$ cat src/rtl/console_pkg.sv
// Package: shared constants and register select type for the console port.
// Assumes 8-bit registers and offsets that fit in the bus address width.
package console_pkg;
    localparam int unsigned REG_W        = 8;
    localparam int unsigned OFS_IN_DATA  = 'h10;
    localparam int unsigned OFS_IN_STAT  = 'h14;
    localparam int unsigned OFS_OUT_DATA = 'h18;
    localparam int unsigned OFS_OUT_STAT = 'h1a;

    typedef enum logic [2:0] {
        SEL_NONE,
        SEL_IN_DATA,
        SEL_IN_STAT,
        SEL_OUT_DATA,
        SEL_OUT_STAT
    } reg_sel_e;
endpackage

$ cat src/rtl/console_addr_decode.sv
// Module: maps a bus offset onto one of the four console registers.
// Assumes ADDR_W is wide enough to hold the largest offset (0x1a).
module console_addr_decode
    import console_pkg::*;
#(
    parameter int unsigned ADDR_W = 6
) (
    input  logic [ADDR_W-1:0] addr,
    output reg_sel_e          sel
);
    // Purpose: compare the offset against each register location.
    always_comb begin
        if (addr == ADDR_W'(OFS_IN_DATA))       sel = SEL_IN_DATA;
        else if (addr == ADDR_W'(OFS_IN_STAT))  sel = SEL_IN_STAT;
        else if (addr == ADDR_W'(OFS_OUT_DATA)) sel = SEL_OUT_DATA;
        else if (addr == ADDR_W'(OFS_OUT_STAT)) sel = SEL_OUT_STAT;
        else                                    sel = SEL_NONE;
    end
endmodule

$ cat src/rtl/console_rx_hold.sv
// Module: receive holding register and status. A status read while the
// status is zero polls the receive stream. It captures an offered byte,
// or clears both registers when nothing is offered.
// Assumes a status read and a register write never coincide.
module console_rx_hold
    import console_pkg::*;
(
    input  logic             clk,
    input  logic             rst_n,
    input  logic             stat_rd,
    input  logic             data_wr,
    input  logic             stat_wr,
    input  logic [REG_W-1:0] wbyte,
    input  logic             rx_valid,
    input  logic [REG_W-1:0] rx_data,
    output logic             rx_ready,
    output logic [REG_W-1:0] hold_data,
    output logic [REG_W-1:0] hold_stat,
    output logic [REG_W-1:0] stat_view
);
    logic poll;

    // Purpose: poll only when the status is empty.
    always_comb begin
        poll     = stat_rd && (hold_stat == '0);
        rx_ready = poll;
    end

    // Purpose: value returned by a status read, after any poll.
    always_comb begin
        if (hold_stat != '0) stat_view = hold_stat;
        else if (rx_valid)   stat_view = REG_W'(1);
        else                 stat_view = '0;
    end

    // Purpose: update the holding registers from a poll or a bus write.
    always_ff @(posedge clk) begin
        if (!rst_n) begin
            hold_data <= '0;
            hold_stat <= '0;
        end else if (poll) begin
            hold_data <= rx_valid ? rx_data : '0;
            hold_stat <= rx_valid ? REG_W'(1) : '0;
        end else begin
            if (data_wr) hold_data <= wbyte;
            if (stat_wr) hold_stat <= wbyte;
        end
    end
endmodule

$ cat src/rtl/console_tx_hold.sv
// Module: transmit data copy, transmit status and outgoing stream.
// A data write stores the byte, sets status to ready and marks it pending
// until the sink accepts it. A write while pending replaces the byte.
module console_tx_hold
    import console_pkg::*;
(
    input  logic             clk,
    input  logic             rst_n,
    input  logic             data_wr,
    input  logic             stat_wr,
    input  logic [REG_W-1:0] wbyte,
    input  logic             tx_ready,
    output logic             tx_valid,
    output logic [REG_W-1:0] tx_data,
    output logic [REG_W-1:0] out_data,
    output logic [REG_W-1:0] out_stat
);
    logic pending;

    // Purpose: drive the stream from the stored copy.
    always_comb begin
        tx_valid = pending;
        tx_data  = out_data;
    end

    // Purpose: store the byte and its status on software writes.
    always_ff @(posedge clk) begin
        if (!rst_n) begin
            out_data <= '0;
            out_stat <= REG_W'(1);
        end else if (data_wr) begin
            out_data <= wbyte;
            out_stat <= REG_W'(1);
        end else if (stat_wr) begin
            out_stat <= wbyte;
        end
    end

    // Purpose: track whether the sink still has to accept a byte.
    always_ff @(posedge clk) begin
        if (!rst_n)                    pending <= 1'b0;
        else if (data_wr)              pending <= 1'b1;
        else if (pending && tx_ready)  pending <= 1'b0;
    end
endmodule

$ cat src/rtl/console_byte_port.sv
// Module: top of the polled console byte port. It decodes bus accesses,
// routes them to the receive and transmit holding logic and builds the
// read data with the register byte in the low lane.
// Assumes BUS_W is a multiple of 8 and at least 8.
module console_byte_port
    import console_pkg::*;
#(
    parameter int unsigned ADDR_W = 6,
    parameter int unsigned BUS_W  = 32
) (
    input  logic              clk,
    input  logic              rst_n,
    input  logic              bus_en,
    input  logic              bus_wr,
    input  logic [ADDR_W-1:0] bus_addr,
    input  logic [REG_W-1:0]  bus_wdata,
    output logic [BUS_W-1:0]  bus_rdata,
    input  logic              rx_valid,
    input  logic [REG_W-1:0]  rx_data,
    output logic              rx_ready,
    output logic              tx_valid,
    output logic [REG_W-1:0]  tx_data,
    input  logic              tx_ready
);
    localparam int unsigned PAD_W = BUS_W - REG_W;

    reg_sel_e         sel;
    logic             rd_en;
    logic             wr_en;
    logic [REG_W-1:0] in_data;
    logic [REG_W-1:0] in_stat;
    logic [REG_W-1:0] in_view;
    logic [REG_W-1:0] out_data;
    logic [REG_W-1:0] out_stat;
    logic [REG_W-1:0] rd_byte;

    console_addr_decode #(.ADDR_W(ADDR_W)) u_dec (
        .addr (bus_addr),
        .sel  (sel)
    );

    // Purpose: split the strobe into read and write.
    always_comb begin
        rd_en = bus_en && !bus_wr;
        wr_en = bus_en && bus_wr;
    end

    console_rx_hold u_rx (
        .clk       (clk),
        .rst_n     (rst_n),
        .stat_rd   (rd_en && (sel == SEL_IN_STAT)),
        .data_wr   (wr_en && (sel == SEL_IN_DATA)),
        .stat_wr   (wr_en && (sel == SEL_IN_STAT)),
        .wbyte     (bus_wdata),
        .rx_valid  (rx_valid),
        .rx_data   (rx_data),
        .rx_ready  (rx_ready),
        .hold_data (in_data),
        .hold_stat (in_stat),
        .stat_view (in_view)
    );

    console_tx_hold u_tx (
        .clk      (clk),
        .rst_n    (rst_n),
        .data_wr  (wr_en && (sel == SEL_OUT_DATA)),
        .stat_wr  (wr_en && (sel == SEL_OUT_STAT)),
        .wbyte    (bus_wdata),
        .tx_ready (tx_ready),
        .tx_valid (tx_valid),
        .tx_data  (tx_data),
        .out_data (out_data),
        .out_stat (out_stat)
    );

    // Purpose: select the register byte for a read.
    always_comb begin
        unique case (sel)
            SEL_IN_DATA:  rd_byte = in_data;
            SEL_IN_STAT:  rd_byte = in_view;
            SEL_OUT_DATA: rd_byte = out_data;
            SEL_OUT_STAT: rd_byte = out_stat;
            default:      rd_byte = '0;
        endcase
    end

    // Purpose: place the byte in the low lane, zero the rest.
    generate
        if (PAD_W > 0) begin : g_pad
            always_comb bus_rdata = {{PAD_W{1'b0}}, rd_byte};
        end else begin : g_nopad
            always_comb bus_rdata = rd_byte;
        end
    endgenerate
endmodule

$ cat config.mk
export PLATFORM = sky130hd
export DESIGN_NAME = console_byte_port
export DESIGN_NICKNAME = d
export VERILOG_FILES = /design/src/rtl/console_pkg.sv /design/src/rtl/console_addr_decode.sv /design/src/rtl/console_rx_hold.sv /design/src/rtl/console_tx_hold.sv /design/src/rtl/console_byte_port.sv
export SDC_FILE = /design/constraint.sdc
export NUM_CORES = 1
export LEC_CHECK = 0
export BUFFER_PORTS_ARGS = -buffer_cell sky130_fd_sc_hd__buf_2
export CELL_PAD_IN_SITES_DETAIL_PLACEMENT = 2
export CELL_PAD_IN_SITES_GLOBAL_PLACEMENT = 2
export CORE_MARGIN = 3
export CORE_UTILIZATION = 32
export CTS_CLUSTER_DIAMETER = 50
export DETAILED_ROUTE_END_ITERATION = 16
export GPL_TIMING_DRIVEN = 0
export PLACE_DENSITY_LB_ADDON = 0.1
export RECOVER_POWER = 50
export SLEW_MARGIN = 5
export SYNTH_ARGS = -nofsm -noshare
export SYNTH_HDL_FRONTEND = slang
export SYNTH_HIERARCHICAL = 1
export SYNTH_SLANG_ARGS = --single-unit
$ cat constraint.sdc
create_clock -name clk -period 6.15 [get_ports clk]
set_clock_uncertainty 0.2 [all_clocks]
set_input_delay 0.615 -clock clk [delete_from_list [all_inputs] [get_ports clk]]
set_output_delay 0.615 -clock clk [all_outputs]
set_load 0.02 [all_outputs]
==> results of run 1 <==
-- through the flow --
stage	area, sq um	cells	utilization, %	setup WS [ns]	hold WS, ns
floorplan	2235	255	-	3.261	0.2602
global placement	2556	377	39.80	2.823	0.2738
detailed placement	2556	377	39.80	2.825	0.2874
CTS	2676	385	41.67	2.813	0.3083
global route	2605	385	40.56	1.346	0.3403
finish	2605	385	40.56	1.592	0.3026
-- registers in the layout, indices dropped and copies added (netlist names) --
signal	cells
u_tx/out_stat	8
u_rx/hold_data	8
u_tx/out_data	8
u_tx/tx_valid	1
u_rx/hold_stat	8
-- cells by family after synthesis --
kind of cell	count (synthesis)	share of synthesized area (%)
XOR/XNOR	1	0.4078
buffers and inverters	58	19.57
other	1	0.1746
AND/OR/NAND/NOR	80	21.84
AO/OA/AOI/OAI	12	4.893
multiplexers	47	22.36
flip-flops	33	30.75
-- Yosys cell counts (all sizes together) --
cell / count / share of area, %
a211o: 1 / 0.41
a41o: 1 / 0.52
and2: 1 / 0.29
buf: 42 / 15
clkbuf: 10 / 2.3
clkdlybuf4s15: 1 / 0.52
conb: 1 / 0.17
dfxtp: 33 / 31
dlygate4sd3: 1 / 0.47
inv: 4 / 0.82
mux2: 8 / 4.2
mux2i: 39 / 18
nand2: 29 / 5.1
nand2b: 4 / 1.9
nand3: 1 / 0.23
nand4: 1 / 0.29
nand4bb: 8 / 4.2
nor2: 14 / 2.4
nor2b: 10 / 2.9
nor3: 4 / 0.93
nor4: 6 / 2.9
o211ai: 1 / 0.35
o21a: 1 / 0.35
o221ai: 8 / 3.3
or2: 1 / 0.29
or2b: 1 / 0.41
xnor2: 1 / 0.41
-- power by group --
group	switching [W]	total, W	internal, W
Sequential	0.000000456	0.000215	0.000214
Combinational	0.0000352	0.0000605	0.0000253
Clock	0.0000858	0.000218	0.000132
-- tightest hold or removal path, delay by kind of cell, from the launching register on --
| family | cells | cell delay (ns) |
|---|---|---|
| DFF | 1 | 0.33 |
| muxes | 1 | 0.07 |
| and+or+nand+nor | 1 | 0.07 |
-- how the worst min path moves through the flow --
stage	startpoint	to	slack (ns)	depth (start not counted)
finish	u_tx/out_stat[3]	u_tx/out_stat[3]	0.30	2
detailed placement	u_tx/out_stat[5]	u_tx/out_stat[5]	0.29	2
global route	u_tx/out_stat[3]	u_tx/out_stat[3]	0.34	2
global placement	u_tx/out_stat[4]	u_tx/out_stat[4]	0.27	2
CTS	u_tx/out_stat[3]	u_tx/out_stat[3]	0.31	2
floorplan	u_tx/out_stat[6]	u_tx/out_stat[6]	0.26	2
-- per-layer routing --
layer	GRT usage, %	up-vias	share of wire (%)
li1	-	884	-
met1	21.12	902	44
met2	29.11	44	52
met3	2.822	2	4.0
met4	3.626	0	0.37
met5	0	-	0
-- area by class of cell --
cell class / count / area, sq um / share of cell area (%)
clock buffers: 6 / 82.58 / 3.170
repair buffers: 45 / 214.0 / 8.213
inverters: 4 / 17.52 / 0.6724
plain buffers: 54 / 364.1 / 13.98
clock inverters: 2 / 37.54 / 1.441
flip-flops and latches: 33 / 660.6 / 25.36
well taps: 77 / 96.34 / 3.698
multi-input cells: 164 / 1132 / 43.47
==> results.cfg, run 1 <==
[cts]
cts_buffer_depth = 2
post_cts_buffers = 0
cts_tree = built
clk_latency_ns = 0.28
cts_sinks = 33
ctsResizeCount = 0
h-tree-depth = 2
cts-root-buf = clkbuf_8
ctsHoldBuffers = 0
cts_buffers = 5
clkTransAtPathRegs_ns = 0.07

[die]
start_util_pct = 33.45
die_area_sq_um = 7733
ioPinCount = 70
die_w_um = 87.94
core-area_sq_um = 6422
num_rows = 29
die_h_um = 87.94

[critical_path]
crit_end = rx_ready
slowest_delay_ns = 0.69
critical-path-slowest-cell = clkbuf_1
r2r-end = u_rx/hold_data[6]
cp-end-kind = output pin
path_delay_family = buffers and inverters
cp_num_buf_inv = 7
crit_chain = buf_2 > nand2b_1 > nor4_1 > clkbuf_1 > clkbuf_1 > inv_4 > nor4_1 > nand4_1 > clkbuf_1 > inv_1 > buf_2
reg2reg_from = u_rx/hold_stat[5]
r2r_setup_slack_ns = 4.36
path_common_cell = clkbuf_1
critical_path_class = in -> out
cp.required_ns = 5.33
reg2reg_depth = 4
crit_path_start = bus_addr[5]
start_kind = primary input
cp_max_fo = 10
worst_ep_arrival_time_ns = 3.74
path_depth = 11

[power]
leakage_nw = 1.131
pwr_density_cell_nw_per_um2 = 189.2
power_w = 0.0004929
ir_drop_v = 0.00007914

[placement]
hpwl_um = 4633
port_buffers = 45
gp_congestion = 0.7445

[cells_and_area]
layout.cells.most_common = buf_2
final_cell_mix = buf_2 (40), mux2i_1 (39), buf_4 (33), dfxtp_1 (33), nand2_1 (29)
fin_nets = 335
layout-drive-gt1-share_pct = 32.14
syn_to_final_growth_pct = 21.26
antenna_cells = 0
fillerInstances = 770

[yosys]
syn_avg_cell_area_sq_um = 9.260
ys_seq_area_share_pct = 30.75
ys_types = 35
synth_warnings = 6
ys_ff_latch = 33
syn_inst = 232
syn-cell-area_sq_um = 2148

[detailed_routing]
drtIter0Drc = 40
drcViolationCount = 0
ant_nets = 0
vias = 1832
wl_um = 6135
dr.pass1.iters = 4
wl_per_cell_um = 15.94
viasPerCell = 4.758

[timing]
hold_violations = 0
maxSlewViolCount = 0
worst_slew_pin_slew_ns = 0.8556
min_period_over_period_pct = 74.12
period_minus_slack_ns = 4.558
fin_setup_tns_ns = 0
fmax_mhz = 219.4
max_slew_margin_pct = 42.96
rsz0062_at_grt = false
finalSetupViolations = 0

[grt]
grt_max_degree = 14
grt_overflow = 0
grt_pass1_vias = 1936
grt_usage_pct = 16.55
grt_pass1_wl_um = 9701
antenna_found_initial = 0

[run]
drv_cap = 0

[status]
outcome = finished, final reports clean

[worst_hold_path]
hp-class = reg -> reg
(Power assumes the default switching activity.)
==> run 2, diff against run 1 <==
--- a/config.mk
+++ b/config.mk
@@ -9,7 +9,7 @@
 export CELL_PAD_IN_SITES_DETAIL_PLACEMENT = 2
 export CELL_PAD_IN_SITES_GLOBAL_PLACEMENT = 2
 export CORE_MARGIN = 3
-export CORE_UTILIZATION = 32
+export CORE_UTILIZATION = 27
 export CTS_CLUSTER_DIAMETER = 50
 export DETAILED_ROUTE_END_ITERATION = 16
 export GPL_TIMING_DRIVEN = 0
==> constraint.sdc (replaced) <==
create_clock -name clk -period 3.65 [get_ports clk]
set_clock_uncertainty 0.2 [all_clocks]
set_input_delay 0.365 -clock clk [delete_from_list [all_inputs] [get_ports clk]]
set_output_delay 0.365 -clock clk [all_outputs]
set_load 0.02 [all_outputs]
==> run 2 against run 1 <==
- first-iteration DRC count shrank 2.5%
- power increased by 51%
- wire length up 5.2%
- critical path type unchanged
- register-to-register slack lost 2.3 ns
- highest routed layer unchanged
- utilization decreased by 5.3 points
- sequential share of layout area decreased by 0.31 points
- critical endpoint unchanged
- global-route usage shrank 1.6 points
- worst hold slack lost 0.18 ns
- setup slack got worse by 1.0 ns
- clock power up 28%
==> results.cfg, run 2 (synthesized netlist as in run 1, its figures left out) <==
[timing]
max_slew_margin_pct = 38.62
rsz0062_at_grt = false
worst_slew_pin_slew_ns = 0.9206
fmax_mhz = 323.0
fin_setup_tns_ns = 0
min_period_over_period_pct = 84.81
finalSetupViolations = 0
maxSlewViolCount = 0
hold_violations = 0
worst_slack_ns = 0.5543
period_minus_slack_ns = 3.096

[cells_and_area]
final_cell_mix = buf_2 (40), mux2i_1 (39), buf_4 (33), dfxtp_1 (33), nand2_1 (29)
antenna_cells = 0
syn_to_final_growth_pct = 22.77
layout-drive-gt1-share_pct = 32.90
layout.cells.most_common = buf_2
fin_nets = 335

[cts]
h-tree-depth = 2
cts_buffer_depth = 2
cts_buffers = 5
clkTransAtPathRegs_ns = 0.07
cts_tree = built
cts_sinks = 33
clk_latency_ns = 0.28
ctsResizeCount = 0
cts-root-buf = clkbuf_8
ctsHoldBuffers = 0
post_cts_buffers = 0

[critical_path]
critical_path_class = in -> out
critical-path-slowest-cell = nor4_1
cp.required_ns = 3.08
cp_num_buf_inv = 7
start_kind = primary input
slowest_delay_ns = 0.51
cp-end-kind = output pin
worst_ep_arrival_time_ns = 2.53
r2r_setup_slack_ns = 2.11
cp_max_fo = 10
path_delay_family = simple AND/OR/NAND/NOR gates
crit_chain = buf_2 > nand2b_4 > nor4_1 > buf_6 > buf_12 > inv_4 > nor4_1 > nand4_1 > buf_6 > inv_1 > buf_2

[die]
die_area_sq_um = 9063
die_w_um = 95.20
core-area_sq_um = 7486
start_util_pct = 28.70
num_rows = 31
ioPinCount = 70
die_h_um = 95.20

[detailed_routing]
drtIter0Drc = 39
viasPerCell = 4.411
dr.pass1.iters = 4
ant_nets = 0
drcViolationCount = 0
wl_um = 6455
wl_per_cell_um = 15.90
vias = 1791

[power]
ir_drop_v = 0.00007939
leakage_nw = 1.141
pwr_density_cell_nw_per_um2 = 282.6

[run]
drv_cap = 0

[worst_hold_path]
hp-class = in -> reg

[placement]
hpwl_um = 4769
gp_congestion = 0.7199
port_buffers = 45
dp_slack_ns = 0.7707

[grt]
grt_pass1_wl_um = 10110
grt_usage_pct = 14.97
grt_pass1_vias = 1911
antenna_found_initial = 0
grt_overflow = 0
grt_max_degree = 14

[status]
outcome = finished, final reports clean
[run 2: path summary, 6_finish.rpt]
check	from	to	cells past startpoint
worst max-delay path	bus_addr[5]	rx_ready	11
worst min-delay path	rx_data[7]	u_rx/hold_data[7]	3
worst max register to register	u_rx/hold_stat[1]	u_rx/hold_stat[7]	3
worst min register to register	u_tx/out_stat[5]	u_tx/out_stat[5]	2
[run 2: cell type report]
type                            instances  area (sq um)
Timing Repair Buffer                   45         214.0
Inverter                                4         17.52
Clock buffer                            7         86.33
Fill cell                             896          4848
Multi-Input combinational cell        164          1140
Sequential cell                        33         660.6
Tap cell                               99         123.9
Buffer                                 54         395.4
[run 2: worst min-delay path: stages]
cell and delay [ns]:
buf_2 0.09, nand2_1 0.04, mux2i_1 0.05
[run 2: stage by stage]
stage          hold slack, ns  instances   power, W  utilization (%)  instance area (sq um)
3_3_place_gp           0.2723        399  0.0004745            34.51                   2584
3_5_place_dp           0.2945        399  0.0004758            34.51                   2584
2_1_floorplan          0.2602        255  0.0004410                -                   2235
5_1_grt                0.1167        406  0.0007911            35.23                   2638
6_report               0.1219        406  0.0007453            35.23                   2638
4_1_cts                0.1130        406  0.0007614            35.67                   2670
[run 2: layer usage]
| layer | wire length, um | global-route usage (%) | vias up |
|---|---|---|---|
| met1 | 2806 | 18.13 | 873 |
| li1 | - | - | 883 |
| met5 | 0 | 0 | - |
| met2 | 3391 | 27.17 | 33 |
| met4 | 25 | 3.245 | 0 |
| met3 | 232 | 2.920 | 2 |
[run 2: where the power goes]
group	switching, W	internal, W
clock	0.000129	0.000150
combinational	0.0000606	0.0000443
sequential	0.000000755	0.000361
